===== src/rtl/dma_irq_pkg.sv =====
package dma_irq_pkg;
   localparam int STS_POS = 7;
   localparam int IEN_POS = 4;
   localparam int CLR_POS = 3;
   localparam int RUN_POS = 0;

   typedef enum int {
      SRC_BUS_ERR = 0,
      SRC_CHAIN   = 1,
      SRC_TIMEOUT = 2,
      SRC_DONE    = 3
   } evt_src_e;
endpackage


===== src/rtl/dma_irq_regs.sv =====
module dma_irq_regs #(
   parameter int ADDR_W = 2,
   parameter int DATA_W = 8,
   parameter int LVL_W  = 3,
   parameter logic [ADDR_W-1:0] CTRL_OFS = '0,
   parameter logic [ADDR_W-1:0] RUN_OFS  = 1
) (
   input  logic              clk,
   input  logic              rst_n,
   input  logic              cs,
   input  logic              we,
   input  logic [ADDR_W-1:0] addr,
   input  logic [DATA_W-1:0] wdata,
   input  logic              sts,
   output logic              ien,
   output logic [LVL_W-1:0]  lvl,
   output logic              clr_cmd,
   output logic              run_start,
   output logic              run,
   output logic [DATA_W-1:0] rdata
);
   import dma_irq_pkg::*;

   logic wr_ctrl, wr_run;

   assign wr_ctrl   = cs && we && (addr == CTRL_OFS);
   assign wr_run    = cs && we && (addr == RUN_OFS);
   assign clr_cmd   = wr_ctrl && wdata[CLR_POS];
   assign run_start = wr_run && wdata[RUN_POS];

   always_ff @(posedge clk or negedge rst_n) begin
      if (!rst_n) begin
         ien <= 1'b0;
         lvl <= '0;
         run <= 1'b0;
      end else begin
         if (wr_ctrl) begin
            ien <= wdata[IEN_POS];
            lvl <= wdata[LVL_W-1:0];
         end
         if (wr_run) run <= wdata[RUN_POS];
      end
   end

   always_comb begin
      rdata = '0;
      if (cs) begin
         if (addr == CTRL_OFS) begin
            rdata[STS_POS]     = sts;
            rdata[IEN_POS]     = ien;
            rdata[LVL_W-1:0]   = lvl;
         end else if (addr == RUN_OFS) begin
            rdata[RUN_POS] = run;
         end
      end
   end
endmodule


===== src/rtl/dma_irq_status.sv =====
module dma_irq_status #(
   parameter int N_EVT = 4,
   parameter logic [N_EVT:0] SRC_EN = '1
) (
   input  logic             clk,
   input  logic             rst_n,
   input  logic [N_EVT-1:0] evt,
   input  logic             dev_end,
   input  logic             dev_end_ien,
   input  logic             clr_cmd,
   input  logic             run_start,
   output logic             sts,
   output logic             dev_term
);
   logic [N_EVT:0] src_vec;
   logic [N_EVT:0] src_gated;
   logic           any_src;
   logic           term_set;

   assign term_set = dev_end && dev_end_ien;
   assign src_vec  = {dev_term, evt};

   for (genvar i = 0; i <= N_EVT; i++) begin : g_src
      if (SRC_EN[i]) begin : g_on
         assign src_gated[i] = src_vec[i];
      end else begin : g_off
         assign src_gated[i] = 1'b0;
      end
   end

   assign any_src = |src_gated;

   always_ff @(posedge clk or negedge rst_n) begin
      if (!rst_n) begin
         dev_term <= 1'b0;
         sts      <= 1'b0;
      end else begin
         if (term_set)       dev_term <= 1'b1;
         else if (run_start) dev_term <= 1'b0;
         sts <= (sts && !clr_cmd) || any_src;
      end
   end
endmodule


===== src/rtl/dma_irq_req.sv =====
module dma_irq_req #(
   parameter int LVL_W = 3
) (
   input  logic             clk,
   input  logic             rst_n,
   input  logic             sts,
   input  logic             ien,
   input  logic [LVL_W-1:0] lvl,
   output logic [LVL_W-1:0] irq_lvl
);
   logic             active;
   logic [LVL_W-1:0] lvl_next;

   assign active   = sts && ien && (lvl != '0);
   assign lvl_next = active ? lvl : '0;

   always_ff @(posedge clk or negedge rst_n) begin
      if (!rst_n) irq_lvl <= '0;
      else        irq_lvl <= lvl_next;
   end
endmodule


===== src/rtl/dma_irq_ctl.sv =====
module dma_irq_ctl #(
   parameter int ADDR_W = 2,
   parameter int DATA_W = 8,
   parameter int LVL_W  = 3,
   parameter int N_EVT  = 4,
   parameter logic [ADDR_W-1:0] CTRL_OFS = '0,
   parameter logic [ADDR_W-1:0] RUN_OFS  = 1,
   parameter logic [N_EVT:0]    SRC_EN   = '1
) (
   input  logic              clk,
   input  logic              rst_n,
   input  logic              cs,
   input  logic              we,
   input  logic [ADDR_W-1:0] addr,
   input  logic [DATA_W-1:0] wdata,
   output logic [DATA_W-1:0] rdata,
   input  logic [N_EVT-1:0]  evt_i,
   input  logic              dev_end_i,
   input  logic              dev_end_ien_i,
   output logic              dev_term_o,
   output logic              dma_en_o,
   output logic [LVL_W-1:0]  irq_lvl_o
);
   if (DATA_W < 8) begin : g_bad_data
      $error("DATA_W must be at least 8");
   end
   if (LVL_W < 1 || LVL_W > 3) begin : g_bad_lvl
      $error("LVL_W must fit below the clear bit (1..3)");
   end
   if (N_EVT < 1) begin : g_bad_evt
      $error("N_EVT must be at least 1");
   end
   if (CTRL_OFS == RUN_OFS) begin : g_bad_ofs
      $error("register offsets must differ");
   end

   logic             sts_q;
   logic             ien_q;
   logic [LVL_W-1:0] lvl_q;
   logic             clr_cmd;
   logic             run_start;

   dma_irq_regs #(
      .ADDR_W(ADDR_W), .DATA_W(DATA_W), .LVL_W(LVL_W),
      .CTRL_OFS(CTRL_OFS), .RUN_OFS(RUN_OFS)
   ) u_regs (
      .clk(clk), .rst_n(rst_n), .cs(cs), .we(we), .addr(addr), .wdata(wdata),
      .sts(sts_q), .ien(ien_q), .lvl(lvl_q), .clr_cmd(clr_cmd),
      .run_start(run_start), .run(dma_en_o), .rdata(rdata)
   );

   dma_irq_status #(.N_EVT(N_EVT), .SRC_EN(SRC_EN)) u_status (
      .clk(clk), .rst_n(rst_n), .evt(evt_i), .dev_end(dev_end_i),
      .dev_end_ien(dev_end_ien_i), .clr_cmd(clr_cmd), .run_start(run_start),
      .sts(sts_q), .dev_term(dev_term_o)
   );

   dma_irq_req #(.LVL_W(LVL_W)) u_req (
      .clk(clk), .rst_n(rst_n), .sts(sts_q), .ien(ien_q), .lvl(lvl_q),
      .irq_lvl(irq_lvl_o)
   );
endmodule


===== config.mk =====
export PLATFORM = sky130hd
export DESIGN_NAME = dma_irq_ctl
export DESIGN_NICKNAME = d
export VERILOG_FILES = /design/src/rtl/dma_irq_pkg.sv /design/src/rtl/dma_irq_regs.sv /design/src/rtl/dma_irq_status.sv /design/src/rtl/dma_irq_req.sv /design/src/rtl/dma_irq_ctl.sv
export SDC_FILE = /design/constraint.sdc
export NUM_CORES = 1
export LEC_CHECK = 0
export BUFFER_PORTS_ARGS = -buffer_cell sky130_fd_sc_hd__buf_2
export CORE_MARGIN = 3
export CORE_UTILIZATION = 34
export DETAILED_ROUTE_END_ITERATION = 16
export GPL_TIMING_DRIVEN = 0
export PLACE_DENSITY_LB_ADDON = 0.1
export REMOVE_ABC_BUFFERS = 1
export SYNTH_ARGS = -nofsm -noshare
export SYNTH_HDL_FRONTEND = slang
export SYNTH_SLANG_ARGS = --single-unit

===== constraint.sdc =====
create_clock -name clk -period 0.8 [get_ports clk]
set_input_delay 0.04 -clock clk [delete_from_list [all_inputs] [get_ports clk]]
set_output_delay 0.04 -clock clk [all_outputs]
set_load 0.02 [all_outputs]

Word level (Yosys, flattened, before mapping)
Index checks and enable logic that the tools add are counted.
{ "totals": {"latch_bits": 0, "word_cells": 33, "output_inout_bits": 13, "memories": 0, "register_bits": 10, "romBits": 0, "ram_bits": 0} }
{ "op_classes": {"n_bitwise": 0, "reduce_logical": 15, "eq_ne": 1, "magnitude_cmp": 0, "n_mux": 11, "add_sub_neg": 0, "n_div": 0, "n_mul": 0, "shift": 0} }
{ "ops": {"columns": ["operator", "n"], "rows": [
  ["$logic_and A1 B1 Y1", 9],
  ["$mux W1", 8],
  ["$mux W3", 2],
  ["$reduce_or A5 Y1", 1],
  ["$reduce_bool A3 Y1", 1],
  ["$eq A2 B1 Y1 const B", 1],
  ["$logic_not A2 Y1", 1],
  ["$mux W2", 1],
  ["$reduce_bool A2 Y1", 1],
  ["$logic_not A1 Y1", 1],
  ["$logic_or A1 B1 Y1", 1]
]} }

Depth between registers and ports, before layout
{ "depth": {"ltp_word": 6, "mapped_depth": 3, "depth_no_buf": 3} }

Cells and area by module
A second synthesis with hierarchy kept.
{ "unflattened": {"cells_unflattened": 41, "area_unflattened_um2": 490.5} }
{ "modules_own_cells": {"columns": ["mod", "seq_area_each_um2", "area_each_um2", "cells_per_inst", "instances"], "rows": [
  ["dma_irq_regs", 125.1, 309.0, 26, 1],
  ["dma_irq_req", 75.1, 93.8, 6, 1],
  ["dma_irq_status", 50.0, 87.6, 9, 1]
]} }

Least setup slack after synthesis
No wires, ideal clock.
{ "synth_timing": {"path_kind": "flip-flop to output port", "start": "reg u_regs.run", "end": "out rdata[0]", "setup_slack_ns": -0.323, "arrival_ns": 1.083, "stages_incl_launch_ff": 3, "cell_sequence": "dfrtp_1 mux2i_1 nor3b_1"} }
{ "synth_between": {"elab_chain_len": 3} }
{ "synth_lines": {"columns": ["item", "line", "rtl"], "rows": [
  ["from (decl)", "dma_irq_regs.sv:19", "output logic run,"],
  ["from (signal assigned)", "dma_irq_regs.sv:41", "if (wr_run) run <= wdata[RUN_POS];"],
  ["$mux W1", "dma_irq_regs.sv:52", "end else if (addr == RUN_OFS) begin"],
  ["$mux W1", "dma_irq_regs.sv:48", "if (addr == CTRL_OFS) begin"],
  ["$mux W3", "dma_irq_regs.sv:47", "if (cs) begin"],
  ["to (decl)", "dma_irq_ctl.sv:16", "output logic [DATA_W-1:0] rdata,"]
]} }
Every way passes these cells.

Final worst setup path
{ "layout_timing": {"start": "reg u_regs.lvl[0]", "end": "out rdata[0]"} }
{ "layout_between": {"elab_chain_len": 2} }
{ "layout_lines": {"columns": ["item", "line", "rtl"], "rows": [
  ["from (decl)", "dma_irq_regs.sv:16", "output logic [LVL_W-1:0] lvl,"],
  ["from (signal assigned)", "dma_irq_regs.sv:39", "lvl <= wdata[LVL_W-1:0];"],
  ["$mux W1", "dma_irq_regs.sv:48", null],
  ["$mux W3", "dma_irq_regs.sv:47", null]
]} }
Every way passes these cells.

==> flow_metrics.env <==
export IMPL_placed_cell_area_um2=587
export IMPL_worst_ir_drop_vdd_mv=1.04
export IMPL_p_leak_nw=0.392
export IMPL_vias_per_cell=4.93
export IMPL_clockBufferDepth=2
export IMPL_setup_ws_ns=-0.283
export IMPL_seqCellArea_um2=250
export IMPL_cp_num_cells=3
export IMPL_critPathTopFamily="flip-flops"
export IMPL_async_reset_ff_share_pct=100
export IMPL_syn_to_final_growth_pct=72.5
export IMPL_required_ns=0.76
export IMPL_dr_pass1_iters=3
export IMPL_die_x_um=42.6
export IMPL_design_core_area_um2=1170
export IMPL_rsz0062_at_grt="yes"
export IMPL_hold_class="in2reg"
export IMPL_violations="setup timing"
export IMPL_maxCapViolCount=0
export IMPL_synth_seq_cells=10
export IMPL_drive_above_1_share_pct=65.8
export IMPL_grt_antenna_before_repair=0
export IMPL_netlist_area_leader_share_pct=55.1
export IMPL_reg2reg_slack_ns=-0.11
export IMPL_hold_viol_final=0
export IMPL_holdWs_ns=0.00228
export IMPL_dieArea_um2=1810
export IMPL_crit_end="rdata[0]"
export IMPL_nNetsFinal=94
export IMPL_final_min_clock_period_ns=1.08
export IMPL_wl_mm=1.13
export IMPL_cts_tree="done"
export IMPL_htreeDepth=1
export IMPL_nFillCells=92
export IMPL_synth_distinct_cells=17
export IMPL_first_iter_violations=4
export IMPL_synth_edf_count=0
export IMPL_dp_final_hpwl_um=742
export IMPL_clock_sinks=10
export IMPL_root_buffer="clkbuf_4"
export IMPL_fmax_ghz=0.923
export IMPL_drc=0
export IMPL_outcome="finished with violations"
export IMPL_yosys_warnings=0
export IMPL_synth_top_cells_by_area="dfrtp_1 55%, and3_1 9.6%, mux2_2 7.4%"
export IMPL_row_count=12
export IMPL_grt_pass1_wl_mm=1.86
export IMPL_wl_per_cell_um=12.9
export IMPL_netlist_top_cells_count="10 x dfrtp_1, 7 x and3_1, 3 x buf_4, 3 x mux2_2, 3 x nand2_1"
export IMPL_cp_arrival_ns=1.04
export IMPL_post_place_ws_ns=-0.243
export IMPL_multi_input_area_um2=224
export IMPL_crit_buf_inv=1
export IMPL_netlist_area_um2=454
export IMPL_path_cells="mux2i_1 > nor3b_2 > buf_4"
export IMPL_slew_viol_final=0
export IMPL_diodes=0
export IMPL_grt_overflow=0
export IMPL_dp_cells=77
export IMPL_ios=33
export IMPL_post_route_period_util_pct=135
export IMPL_ant_nets=0
export IMPL_critPathCaptureType="output port"
export IMPL_yosysTopAreaCell="dfrtp_1"
export IMPL_setup_viol=13
export IMPL_initial_core_util_pct=38.8
export IMPL_clkLatencyLatePin_ns=0.26
export IMPL_ys_seq_area_share_pct=55.1
export IMPL_syn_inst=38
export IMPL_port_buffers=26
export IMPL_cp_slowest_cell="dfrtp_1"
export IMPL_startpoint_type="flop"
export IMPL_grt_max_degree=11
export IMPL_cts_buffers=3
export IMPL_startpoint="u_regs.lvl[0]"
export IMPL_grt_pass1_vias=423
export IMPL_die_h_um=42.6
export IMPL_synth_most_common_cell="dfrtp_1"
export IMPL_r2r_start="u_status.sts"
export IMPL_gp_congestion=0.684
export IMPL_dr_total_vias=429
export IMPL_worstRegToRegCells=2
export IMPL_skew_ns=0.00399
export IMPL_crit_path_max_fanout=3
export IMPL_final_area_um2=783
export IMPL_powerDensity_nw_per_um2=2020
export IMPL_max_stage_delay_ns=0.39
export IMPL_crit_type="reg2out"
export IMPL_grt_usage_pct=14.1
export IMPL_layoutNonFillerInstCount=87
export IMPL_synth_flop_cell="dfrtp_1"
export IMPL_avgSynthCellArea_um2=12.0
export IMPL_r2r_end="u_status.sts"
export IMPL_cts_clk_slew_worst_paths_ns=0.07
[layer usage]
metal / routed length, µm / track usage (%)
met1: 449 / 15.9
met5: 0 / 0
met3: 86 / 4.29
met4: 20 / 5.59
met2: 568 / 24.6
[registers in the layout, summed over array words and instances, names as in the netlist]
| register | cells |
|---|---|
| u_regs.lvl | 3 |
| u_regs.ien | 1 |
| u_status.sts | 1 |
| u_regs.run | 1 |
| u_status.dev_term | 1 |
| u_req.irq_lvl | 3 |
[through the flow]
step	TNS, ns	utilization [%]	power (mW)
after floorplan	-0.564	-	0.814
after global placement	-1.23	50.1	0.939
after detailed placement	-1.25	50.1	0.942
after CTS	-1.46	63.2	1.52
after global routing	-2.01	66.9	1.67
final	-1.49	66.9	1.58
[power breakdown]
part | switching (mW) | leakage, nW | internal, mW
Combinational | 0.197 | 0.253 | 0.287
Sequential | 0.0526 | 0.118 | 0.592
Clock | 0.178 | 0.0210 | 0.276
Total | 0.427 | 0.392 | 1.15
[cell families (layout without fill, tap and decap cells)]
family          Yosys count  after routing  share of synthesized area [%]
buf+inv                   4             37                           5.78
flops                    10             10                           55.1
compound gates            2              2                           3.86
other cells               1              3                          0.826
simple gates             16             16                           22.3
mux                       5              5                           12.1
[layout make-up]
type / instances / area share (%)
inverter: 1 / 0.479
timing repair buffer: 32 / 32.1
multi-input combinational: 26 / 28.6
clock buffer: 4 / 4.63
sequential: 10 / 31.9
tap: 14 / 2.24
[cells in the final DEF (no fill, tap or decap), types with 2 or more instances in the layout]
cell	synthesis	routed
mux2_2	3	3
buf_6	0	13
clkbuf_4	0	3
conb_1	1	3
buf_2	0	16
and3_4	0	6
buf_4	3	2
nand2_1	3	3
dfrtp_1	10	10
[how the worst min path moves through the flow]
stage	start	end	cells after the start
2_1_floorplan	rst_n	u_regs.ien	0
3_3_place_gp	rst_n	u_req.irq_lvl[1]	1
5_1_grt	wdata[1]	u_regs.lvl[1]	2
4_1_cts	wdata[1]	u_regs.lvl[1]	2
6_report	wdata[2]	u_regs.lvl[2]	2
3_5_place_dp	rst_n	u_req.irq_lvl[1]	1
[what timing repair did]
action | CTS | global route
setup endpoints to repair | 10 | 17
pin swaps | 1 | 2
setup buffers | 5 | 1
hold buffers | 1 | 0
hold endpoints to repair | 11 | 0
gates resized for setup | 21 | 10
Note: power is estimated with default switching activity, not from simulation.
